$ cat src/rtl/sbc_pkg.sv
package sbc_pkg;

    localparam int BYTE_W = 8;
    localparam int WORD_W = 16;
    localparam int PAY_W  = 14;

    typedef enum logic [1:0] {
        REG_CTRL = 2'd0,
        REG_RES  = 2'd1,
        REG_OFS  = 2'd2,
        REG_GAIN = 2'd3
    } reg_sel_e;

    typedef enum logic [1:0] {
        CM_NONE = 2'd0,
        CM_FULL = 2'd1,
        CM_FSG  = 2'd2,
        CM_OFS  = 2'd3
    } cal_mode_e;

    typedef enum logic [1:0] {
        SQ_IDLE = 2'd0,
        SQ_CONV = 2'd1,
        SQ_CAL  = 2'd2
    } seq_state_e;

    typedef struct packed {
        cal_mode_e cal;
        logic      bipolar;
        reg_sel_e  rptr;
    } ctrl_t;

    localparam int CTRL_W = $bits(ctrl_t);

    function automatic int max3(input int a, input int b, input int c);
        int m;
        m = (a > b) ? a : b;
        return (m > c) ? m : c;
    endfunction

endpackage

$ cat src/rtl/sbc_cmp_stub.sv
module sbc_cmp_stub #(
    parameter int W = 12
) (
    input  logic [W-1:0] trial,
    input  logic [W-1:0] level,
    output logic         keep
);
    // Behavioural comparator: the trial DAC level stays if it does not exceed the held input
    assign keep = (trial <= level);
endmodule

$ cat src/rtl/sbc_sar.sv
module sbc_sar
    import sbc_pkg::*;
#(
    parameter int RES_W = 12,
    localparam int SW = $clog2(RES_W)
) (
    input  logic             clk,
    input  logic             rst,
    input  logic             start,
    input  logic [RES_W-1:0] sample_code,
    input  logic             step_en,
    input  logic [SW-1:0]    step_pos,
    input  logic             bipolar,
    output logic [RES_W-1:0] res_val
);
    logic [RES_W-1:0] held;
    logic [RES_W-1:0] acc;
    logic [RES_W-1:0] trial;
    logic             keep;

    assign trial = acc | (RES_W'(1) << step_pos);

    sbc_cmp_stub #(.W(RES_W)) u_cmp (
        .trial (trial),
        .level (held),
        .keep  (keep)
    );

    always_ff @(posedge clk) begin
        if (rst) begin
            held <= '0;
            acc  <= '0;
        end else if (start) begin
            held <= sample_code;
            acc  <= '0;
        end else if (step_en && keep) begin
            acc <= trial;
        end
    end

    // Offset binary to two's complement: flip the MSB
    assign res_val = bipolar ? {~acc[RES_W-1], acc[RES_W-2:0]} : acc;

    // a finished unipolar conversion never exceeds the held level
    p_acc_bound_r4: assert property (@(posedge clk) disable iff (rst)
        step_en |=> (acc <= held));
endmodule

$ cat src/rtl/sbc_seq.sv
module sbc_seq
    import sbc_pkg::*;
#(
    parameter int RES_W        = 12,
    parameter int CONV_CYCLES  = 18,
    parameter int CAL_FULL_CYC = 125013,
    parameter int CAL_FSG_CYC  = 111124,
    parameter int CAL_OFS_CYC  = 13889,
    localparam int SW = $clog2(RES_W),
    localparam int CW = $clog2(max3(max3(CAL_FULL_CYC, CAL_FSG_CYC, CAL_OFS_CYC),
                                    CONV_CYCLES, RES_W + 2) + 1)
) (
    input  logic           clk,
    input  logic           rst,
    input  logic           convst,
    input  logic           cal_go,
    input  cal_mode_e      cal_mode,
    output logic           busy,
    output logic           conv_start,
    output logic           step_en,
    output logic [SW-1:0]  step_pos,
    output logic           res_load,
    output logic           cal_done
);
    localparam logic [CW-1:0] CONV_LAST = CW'(CONV_CYCLES - 1);
    localparam logic [CW-1:0] STEPS     = CW'(RES_W);
    localparam logic [SW-1:0] TOPBIT    = SW'(RES_W - 1);

    seq_state_e    state;
    logic [CW-1:0] cnt;
    logic [CW-1:0] cal_len;
    logic          convst_q;
    logic          rise;
    logic          cal_req;
    logic          res_seen;

    always_comb begin
        case (cal_mode)
            CM_FULL: cal_len = CW'(CAL_FULL_CYC - 1);
            CM_FSG:  cal_len = CW'(CAL_FSG_CYC - 1);
            CM_OFS:  cal_len = CW'(CAL_OFS_CYC - 1);
            default: cal_len = '0;
        endcase
    end

    assign rise       = convst && !convst_q;
    assign cal_req    = cal_go && (cal_mode != CM_NONE);
    assign conv_start = (state == SQ_IDLE) && rise && !cal_req;
    assign busy       = (state != SQ_IDLE);
    assign step_en    = (state == SQ_CONV) && (cnt < STEPS);
    assign step_pos   = TOPBIT - cnt[SW-1:0];
    assign res_load   = (state == SQ_CONV) && (cnt == STEPS);
    assign cal_done   = (state == SQ_CAL) && (cnt == '0);

    always_ff @(posedge clk) begin
        if (rst) begin
            state    <= SQ_IDLE;
            cnt      <= '0;
            convst_q <= 1'b0;
            res_seen <= 1'b0;
        end else begin
            convst_q <= convst;
            if (conv_start)    res_seen <= 1'b0;
            else if (res_load) res_seen <= 1'b1;
            case (state)
                SQ_IDLE: begin
                    if (cal_req) begin
                        state <= SQ_CAL;
                        cnt   <= cal_len;
                    end else if (rise) begin
                        state <= SQ_CONV;
                        cnt   <= '0;
                    end
                end
                SQ_CONV: begin
                    if (cnt == CONV_LAST) begin
                        state <= SQ_IDLE;
                        cnt   <= '0;
                    end else begin
                        cnt <= cnt + CW'(1);
                    end
                end
                SQ_CAL: begin
                    if (cnt == '0) state <= SQ_IDLE;
                    else           cnt   <= cnt - CW'(1);
                end
                default: state <= SQ_IDLE;
            endcase
        end
    end

    // the last conversion cycle ends BUSY
    p_conv_len_r2: assert property (@(posedge clk) disable iff (rst)
        (state == SQ_CONV && cnt == CONV_LAST) |=> !busy);

    // a running conversion always advances and never restarts
    p_no_restart_r12: assert property (@(posedge clk) disable iff (rst)
        (state == SQ_CONV && cnt != CONV_LAST) |=> (state == SQ_CONV && cnt == $past(cnt) + CW'(1)));

    // the result is loaded before the final BUSY cycle
    p_result_early_r3: assert property (@(posedge clk) disable iff (rst)
        (state == SQ_CONV && cnt == CONV_LAST) |-> res_seen);

    // a calibration request from idle enters the calibration state next cycle
    p_cal_follow_r10: assert property (@(posedge clk) disable iff (rst)
        (cal_req && state == SQ_IDLE) |=> (state == SQ_CAL));

    // the calibration countdown end releases BUSY
    p_cal_end_r10: assert property (@(posedge clk) disable iff (rst)
        cal_done |=> !busy);
endmodule

$ cat src/rtl/sbc_bytebus.sv
module sbc_bytebus
    import sbc_pkg::*;
#(
    parameter int RES_W = 12
) (
    input  logic             clk,
    input  logic             rst,
    input  logic             cs_n,
    input  logic             rd_n,
    input  logic             wr_n,
    input  logic             hben,
    input  logic [BYTE_W-1:0] db_in,
    input  logic             res_load,
    input  logic [RES_W-1:0] res_val,
    input  logic             cal_done,
    output ctrl_t            ctrl_q,
    output logic             cal_go,
    output logic [RES_W-1:0] db_out,
    output logic             oe_byte,
    output logic             oe_upper
);
    logic              wr_act, wr_act_q, stb, commit;
    logic [BYTE_W-1:0] lo_buf;
    logic              lo_vld;
    logic [WORD_W-1:0] word;
    logic [1:0]        dest;
    logic [PAY_W-1:0]  pay;
    logic [PAY_W-1:0]  ofs_q, gain_q;
    logic [RES_W-1:0]  res_q;
    logic [WORD_W-1:0] sel;

    assign wr_act = !cs_n && !wr_n;
    assign stb    = wr_act && !wr_act_q;
    assign word   = {db_in, lo_buf};
    assign dest   = word[WORD_W-1:WORD_W-2];
    assign pay    = word[PAY_W-1:0];
    assign commit = stb && hben && lo_vld;

    always_ff @(posedge clk) begin
        if (rst) begin
            wr_act_q <= 1'b0;
            lo_buf   <= '0;
            lo_vld   <= 1'b0;
            ctrl_q   <= '0;
            ofs_q    <= '0;
            gain_q   <= '0;
            res_q    <= '0;
            cal_go   <= 1'b0;
        end else begin
            wr_act_q <= wr_act;
            cal_go   <= 1'b0;
            if (stb && !hben) begin
                lo_buf <= db_in;
                lo_vld <= 1'b1;
            end else if (commit) begin
                lo_vld <= 1'b0;
                case (dest)
                    2'b00: begin
                        ctrl_q <= ctrl_t'(pay[CTRL_W-1:0]);
                        cal_go <= (pay[CTRL_W-1:CTRL_W-2] != 2'b00);
                    end
                    2'b10:   ofs_q  <= pay;
                    2'b11:   gain_q <= pay;
                    default: ;
                endcase
            end
            if (cal_done) ctrl_q.cal <= CM_NONE;
            if (res_load) res_q <= res_val;
        end
    end

    always_comb begin
        case (ctrl_q.rptr)
            REG_CTRL: sel = {{(WORD_W-CTRL_W){1'b0}}, ctrl_q};
            REG_RES:  sel = {{(WORD_W-RES_W){1'b0}}, res_q};
            REG_OFS:  sel = {{(WORD_W-PAY_W){1'b0}}, ofs_q};
            default:  sel = {{(WORD_W-PAY_W){1'b0}}, gain_q};
        endcase
    end

    assign db_out   = hben ? {{(RES_W-BYTE_W){1'b0}}, sel[WORD_W-1:BYTE_W]} : sel[RES_W-1:0];
    assign oe_byte  = !cs_n && !rd_n;
    assign oe_upper = oe_byte && !hben;

    // a lone high byte leaves every writable field untouched
    p_hi_alone_r8: assert property (@(posedge clk) disable iff (rst)
        (stb && hben && !lo_vld) |=> ($stable(ofs_q) && $stable(gain_q)
                                      && $stable(ctrl_q.rptr) && $stable(ctrl_q.bipolar)));

    // a completed word consumes the pending low byte
    p_commit_clears_r7: assert property (@(posedge clk) disable iff (rst)
        commit |=> !lo_vld);

    // the upper pins are only ever driven alongside the low byte
    p_upper_with_byte_r5: assert property (@(posedge clk) disable iff (rst)
        oe_upper |-> (oe_byte && !hben));
endmodule

$ cat src/rtl/sar_bytebus_ctrl.sv
module sar_bytebus_ctrl
    import sbc_pkg::*;
#(
    parameter int RES_W        = 12,
    parameter int CONV_CYCLES  = 18,
    parameter int CAL_FULL_CYC = 125013,
    parameter int CAL_FSG_CYC  = 111124,
    parameter int CAL_OFS_CYC  = 13889
) (
    input  logic             clk,
    input  logic             rst,
    input  logic             convst,
    input  logic             cs_n,
    input  logic             rd_n,
    input  logic             wr_n,
    input  logic             hben,
    input  logic [7:0]       db_in,
    input  logic [RES_W-1:0] sample_code,
    output logic             busy,
    output logic [RES_W-1:0] db_out,
    output logic             db_oe_byte,
    output logic             db_oe_upper
);
    localparam int SW = $clog2(RES_W);

    ctrl_t            ctrl;
    logic             cal_go, conv_start, step_en, res_load, cal_done;
    logic [SW-1:0]    step_pos;
    logic [RES_W-1:0] res_val;

    sbc_seq #(
        .RES_W        (RES_W),
        .CONV_CYCLES  (CONV_CYCLES),
        .CAL_FULL_CYC (CAL_FULL_CYC),
        .CAL_FSG_CYC  (CAL_FSG_CYC),
        .CAL_OFS_CYC  (CAL_OFS_CYC)
    ) u_seq (
        .clk        (clk),
        .rst        (rst),
        .convst     (convst),
        .cal_go     (cal_go),
        .cal_mode   (ctrl.cal),
        .busy       (busy),
        .conv_start (conv_start),
        .step_en    (step_en),
        .step_pos   (step_pos),
        .res_load   (res_load),
        .cal_done   (cal_done)
    );

    sbc_sar #(.RES_W(RES_W)) u_sar (
        .clk         (clk),
        .rst         (rst),
        .start       (conv_start),
        .sample_code (sample_code),
        .step_en     (step_en),
        .step_pos    (step_pos),
        .bipolar     (ctrl.bipolar),
        .res_val     (res_val)
    );

    sbc_bytebus #(.RES_W(RES_W)) u_bus (
        .clk      (clk),
        .rst      (rst),
        .cs_n     (cs_n),
        .rd_n     (rd_n),
        .wr_n     (wr_n),
        .hben     (hben),
        .db_in    (db_in),
        .res_load (res_load),
        .res_val  (res_val),
        .cal_done (cal_done),
        .ctrl_q   (ctrl),
        .cal_go   (cal_go),
        .db_out   (db_out),
        .oe_byte  (db_oe_byte),
        .oe_upper (db_oe_upper)
    );

    // no drive without a selected read
    p_quiet_bus_r6: assert property (@(posedge clk) disable iff (rst)
        (cs_n || rd_n) |-> !(db_oe_byte || db_oe_upper));
endmodule

$ cat config.mk
export PLATFORM = sky130hd
export DESIGN_NAME = sar_bytebus_ctrl
export DESIGN_NICKNAME = d
export VERILOG_FILES = /design/src/rtl/sbc_pkg.sv /design/src/rtl/sbc_cmp_stub.sv /design/src/rtl/sbc_sar.sv /design/src/rtl/sbc_seq.sv /design/src/rtl/sbc_bytebus.sv /design/src/rtl/sar_bytebus_ctrl.sv
export SDC_FILE = /design/constraint.sdc
export NUM_CORES = 1
export LEC_CHECK = 0
export BUFFER_PORTS_ARGS = -buffer_cell sky130_fd_sc_hd__buf_2
export CAP_MARGIN = 20
export CORE_MARGIN = 2
export CORE_UTILIZATION = 30
export CTS_CLUSTER_SIZE = 16
export DETAILED_ROUTE_END_ITERATION = 10
export PLACE_DENSITY = 0.58
export SYNTH_ARGS = -nofsm -noshare
export SYNTH_HDL_FRONTEND = slang
export SYNTH_SLANG_ARGS = --single-unit
$ cat constraint.sdc
create_clock -name clk -period 3.3 [get_ports clk]
set_clock_uncertainty 0.05 [all_clocks]
set_input_delay 0.66 -clock clk [delete_from_list [all_inputs] [get_ports clk]]
set_output_delay 0.66 -clock clk [all_outputs]
set_load 0.02 [all_outputs]
==> impl_metrics.py, run 1 <==
metrics = {
    "status": {
        "status": "finished, final reports clean",
    },
    "drt": {
        "drtPass1Iterations": 5,
        "drt_iter0_markers": 320,
        "wl_per_cell_um": 15.6,
        "viasPerCell": 5.19,
        "via_count": 4738,
        "drc_errors": 0,
        "ant_nets": 0,
        "wirelength_mm": 14.2,
    },
    "synthesis": {
        "synth_top_family_by_area": "simple AND/OR/NAND/NOR gates",
        "synth_commonest_cells": "100 x dfxtp_1, 87 x nand2_1, 77 x nor2_1, 51 x a21oi_1, 49 x mux2i_1",
        "ys_ff_latch": 100,
        "synthCells": 658,
        "synth_flop_cell": "dfxtp_1",
        "synth_xor_area_frac": 0.00962,
        "synth_compound_area_frac": 0.190,
        "synth-warning-count": 0,
        "yosys.area_share.simple": 0.202,
        "synth_cell_types": 61,
        "synth_top_area_frac": 0.367,
        "synth_edf_count": 0,
        "netlist_area_mm2": 0.00546,
        "syn_avg_cell_area_um2": 8.30,
        "synth_fa_ha_area_frac": 0.0687,
        "syn_nets": 715,
        "synth_top_cell_by_area": "dfxtp_1",
        "yosys-mux-area-fraction": 0.104,
        "seq_area_frac_synth": 0.367,
        "synth.area.top_cells": "dfxtp_1 37%, mux2i_1 9.0%, ha_1 6.9%, nand2_1 6.0%, nor2_1 5.3%",
        "async_reset_ff_frac": 0,
        "yosys.cell_count.top_type": "dfxtp_1",
    },
    "final_layout": {
        "fillCellCount": 1939,
        "area_growth_syn_to_layout_pct": 13.1,
        "postLayoutCoreUtil": 0.345,
        "nets": 737,
        "multiInputGateArea_mm2": 0.00314,
        "drive_gt1_frac": 0.129,
        "regArea_mm2": 0.00200,
        "n_antenna_cell": 0,
    },
    "hold_path": {
        "hp-class": "flop to flop",
        "min_path_cells": 2,
    },
    "clocking": {
        "cts.repair.resized": 0,
        "clk_latency_ps": 360,
        "clockBufferDepth": 2,
        "cts.sinks": 100,
        "path_clk_slew_ps": 70,
        "hold_buffers": 0,
        "cts_made_buffers": 9,
        "cts-htree-levels": 3,
        "root_buffer": "clkbuf_16",
        "cts_tree": "built",
        "cts_setup_buffers": 0,
    },
    "sta": {
        "hold_viol": 0,
        "slew_headroom": 0.497,
        "fin_crit_ps": 2970,
        "fin_setup_tns_ps": 0,
        "tightest_slew_ps": 752,
        "report.final.slew_viol_count": 0,
        "period_share": 0.901,
        "clock.fmax_ghz": 0.336,
        "fin_ws_ps": 325,
        "grt_setup_unrepaired": "false",
        "finalSetupViolations": 0,
    },
    "placed_design": {
        "dp_hpwl_mm": 10.1,
        "place_congestion": 0.827,
        "place_ws_ps": 374,
        "io_buffers": 41,
    },
    "setup_path": {
        "rr_worst_depth": 13,
        "crit_fanout": 12,
        "cp.arrival_ps": 3230,
        "critPathKind": "flop to flop",
        "end_kind": "flop",
        "worstPathRequired_ps": 3550,
        "start_kind": "flop",
    },
    "power_and_ir_drop": {
        "p_leak_nw": 2.52,
        "power_mw": 2.70,
        "power_density_mw_per_mm2": 438,
        "vdd_drop_max_mv": 0.304,
    },
    "grt": {
        "overflow": 0,
        "grt_usage": 0.149,
        "antenna_found_initial": 0,
        "grt_pass1_wl_mm": 23.3,
        "grt_pass1_vias": 4405,
        "grt_max_degree": 52,
    },
    "floorplanning": {
        "die_w_um": 139,
        "pin_count": 42,
        "die_h_um": 139,
        "fp-row-count": 49,
        "core_area_mm2": 0.0179,
        "die-area_mm2": 0.0193,
        "initial_utilization": 0.305,
    },
    "run": {
        "maxCapViolCount": 0,
    },
}
## logic make-up after synthesis
family / Yosys count
muxes: 53
and+or+nand+nor: 238
xor gates and xnor gates: 6
DFF: 100
AOI/OAI and AO/OA: 155
buffers and inverters: 76
adders and majority gates: 30
## stage by stage
| stage | hold slack [ps] | instance area [um2] | instances |
|---|---|---|---|
| after CTS | 406 | 6170 | 912 |
| final | 403 | 6170 | 913 |
| after detailed placement | 397 | 5860 | 897 |
| after global placement | 390 | 5860 | 897 |
| after global routing | 414 | 6170 | 913 |
| after floorplan | 383 | 5460 | 658 |
## power breakdown
part / internal, mW / switching (mW) / leakage, nW
combinational: 0.123 / 0.210 / 1.56
clock: 0.632 / 0.473 / 0.154
sequential: 1.23 / 0.0327 / 0.810
total: 1.99 / 0.715 / 2.52
## worst max-delay path, cell delays in order (launching register included)
cell	delay (ps)
dfxtp_1	470
inv_1	120
ha_1	440
inv_1	100
nor2_1	180
a21o_1	170
ha_1	250
a21oi_1	150
o22ai_1	90
o21ai_0	160
o211ai_1	100
a221oi_1	270
buf_4	230
o211a_1	150
## placed cells by master, fill, tap and decap left out, types with 17 or more instances in the layout
cell type  Yosys  final
a21oi_1       51     51
nand3_1       18     18
o21ai_0       17     17
nor2_1        77     77
inv_1         30     30
nand2_1       87     87
ha_1          30     30
mux2i_1       49     49
buf_2          5     41
dfxtp_1      100    100
## area by class of cell
type	count	area share
Multi-Input combinational cell	482	0.509
Clock buffer	11	0.0409
Sequential cell	100	0.324
Timing Repair Buffer	57	0.0527
Inverter	30	0.0182
Clock inverter	4	0.00892
Tap cell	229	0.0464
## state kept, by name, indices dropped and copies added (netlist names)
signal,count
u_bus.cal_go,1
u_bus.ctrl_q,5
u_bus.gain_q,14
u_bus.lo_buf,8
u_bus.lo_vld,1
u_bus.ofs_q,14
u_bus.res_q,12
u_bus.wr_act_q,1
u_sar.acc,12
u_sar.held,12
u_seq.cnt,17
u_seq.convst_q,1
u_seq.state,2
## worst paths after layout
path	startpoint	to	slack (ps)
max	u_seq.cnt[3]$_SDFFE_PP0P_	u_sar.acc[1]$_SDFFE_PP0P_	330
min	u_bus.gain_q[3]$_SDFFE_PP0P_	u_bus.gain_q[3]$_SDFFE_PP0P_	400
max reg2reg	u_seq.cnt[3]$_SDFFE_PP0P_	u_sar.acc[1]$_SDFFE_PP0P_	330
min reg2reg	u_bus.gain_q[3]$_SDFFE_PP0P_	u_bus.gain_q[3]$_SDFFE_PP0P_	400
## layer usage
metal / up-vias / GRT usage / wire length, um
met5: - / 0 / 0
met4: 0 / 0.0457 / 223
met3: 15 / 0.0280 / 581
met2: 95 / 0.247 / 6720
met1: 2254 / 0.196 / 6690
li1: 2374 / - / -
(Power assumes the default switching activity.)
==> inputs of run 2 (changes only) <==
Settings changed: REMOVE_ABC_BUFFERS from default to 1.
==> impl_metrics.py, run 2 (synthesis gave the netlist of run 1 again) <==
metrics = {
    "status": {
        "status": "finished, final reports clean",
    },
    "setup_path": {
        "critPathKind": "flop to flop",
        "end_kind": "flop",
        "slowest_delay_ps": 470,
        "crit_fanout": 12,
        "path_cells": "inv_1 -> ha_1 -> inv_1 -> nor2_1 -> a21o_1 -> ha_1 -> a21oi_1 -> o22ai_1 -> o21ai_0 -> o211ai_1 -> a221oi_1 -> buf_4 -> o211a_1",
        "slowest_stage": "dfxtp_1",
        "worstPathRequired_ps": 3540,
        "cp.arrival_ps": 3280,
        "start_kind": "flop",
    },
    "sta": {
        "tightest_slew_ps": 711,
        "finalSetupViolations": 0,
        "slew_headroom": 0.524,
        "fin_crit_ps": 3030,
        "hold_viol": 0,
        "report.final.slew_viol_count": 0,
        "fin_ws_ps": 266,
        "clock.fmax_ghz": 0.330,
        "grt_setup_unrepaired": "false",
        "fin_setup_tns_ps": 0,
        "period_share": 0.919,
    },
    "clocking": {
        "clockBufferDepth": 2,
        "cts.repair.resized": 0,
        "cts_setup_buffers": 0,
        "cts-htree-levels": 3,
        "path_clk_slew_ps": 70,
        "hold_buffers": 0,
        "cts.sinks": 100,
        "cts_made_buffers": 9,
        "root_buffer": "clkbuf_16",
        "cts_tree": "built",
        "clk_latency_ps": 350,
    },
    "floorplanning": {
        "initial_utilization": 0.305,
        "die-area_mm2": 0.0193,
        "core_area_mm2": 0.0179,
        "die_h_um": 139,
        "fp-row-count": 49,
        "pin_count": 42,
        "die_w_um": 139,
    },
    "drt": {
        "wirelength_mm": 14.4,
        "wl_per_cell_um": 15.7,
        "drtPass1Iterations": 5,
        "drt_iter0_markers": 288,
        "ant_nets": 0,
        "viasPerCell": 5.22,
        "drc_errors": 0,
        "via_count": 4781,
    },
    "grt": {
        "grt_pass1_wl_mm": 23.8,
        "grt_usage": 0.151,
        "antenna_found_initial": 0,
        "grt_pass1_vias": 4625,
        "grt_max_degree": 58,
        "overflow": 0,
    },
    "placed_design": {
        "place_ws_ps": 345,
        "place_congestion": 0.837,
        "dp_hpwl_mm": 10.1,
        "place_area_mm2": 0.00588,
        "io_buffers": 41,
    },
    "power_and_ir_drop": {
        "vdd_drop_max_mv": 0.265,
        "p_leak_nw": 2.51,
        "power_density_mw_per_mm2": 427,
    },
    "final_layout": {
        "nets": 739,
        "largest_reg_flops": 17,
        "layout_common_cells": "100 x dfxtp_1, 87 x nand2_1, 77 x nor2_1",
        "area_growth_syn_to_layout_pct": 12.9,
        "reg_top3": "u_seq.cnt (17), u_bus.gain_q (14), u_bus.ofs_q (14)",
        "layout_commonest_cell": "dfxtp_1",
        "drive_gt1_frac": 0.132,
        "finish.instance_area_mm2": 0.00616,
        "top_register": "u_seq.cnt",
        "n_antenna_cell": 0,
    },
    "hold_path": {
        "hp-class": "flop to flop",
    },
    "run": {
        "maxCapViolCount": 0,
    },
}
## run 2: cell count changes in the layout (fill, tap and decap cells not counted), sizes merged
cell / previous run / this run
clkinv: 1 / 2
buf: 57 / 59
clkinvlp: 0 / 1
inv: 32 / 33
bufinv: 1 / 0
clkbuf: 11 / 10
## run 2: routing by layer
layer  track usage  vias up  wire length [um]  part of all wire
li1              -     2390                 -                 -
met2         0.244      117              6610              0.46
met3        0.0318       19               599             0.042
met5             0        -                 0                 0
met4        0.0457        0               237             0.016
met1         0.202     2255              6920              0.48
## run 2: path summary, 6_finish.rpt
path | endpoint | cells past startpoint | start | slack, ps
setup reg to reg | u_sar.acc[8]$_SDFFE_PP0P_ | 13 | u_seq.cnt[3]$_SDFFE_PP0P_ | 270
hold / removal | u_bus.gain_q[3]$_SDFFE_PP0P_ | 2 | u_bus.gain_q[3]$_SDFFE_PP0P_ | 400
setup / recovery | u_sar.acc[8]$_SDFFE_PP0P_ | 13 | u_seq.cnt[3]$_SDFFE_PP0P_ | 270
hold reg to reg | u_bus.gain_q[3]$_SDFFE_PP0P_ | 2 | u_bus.gain_q[3]$_SDFFE_PP0P_ | 400
## run 2: power by group
part	internal (mW)	switching, mW
clock	0.538	0.492
combinational	0.125	0.213
sequential	1.23	0.0331
total	1.90	0.739
## run 2: critical path: cells and delay by family, from the launching register on
family	cells	cell delay, ps
buffers and inverters	3	430
adders and majority gates	2	680
DFF	1	470
AOI/OAI and AO/OA	7	1150
and+or+nand+nor	1	190
## run 2: area by class of cell
type / count / area (um2)
Clock buffer: 10 / 239
Inverter: 30 / 113
Multi-Input combinational cell: 482 / 3140
Clock inverter: 6 / 43.8
Fill cell: 1910 / 11700
Sequential cell: 100 / 2000
Timing Repair Buffer: 59 / 340
Tap cell: 229 / 287
## run 2: per-stage QoR
step	hold slack, ps	total power [mW]	utilization	std cells
final	403	2.63	0.344	916
after global routing	411	2.74	0.344	916
after CTS	405	2.67	0.344	916
after detailed placement	395	1.63	0.328	900
after global placement	390	1.63	0.328	900
after floorplan	377	1.49	-	612
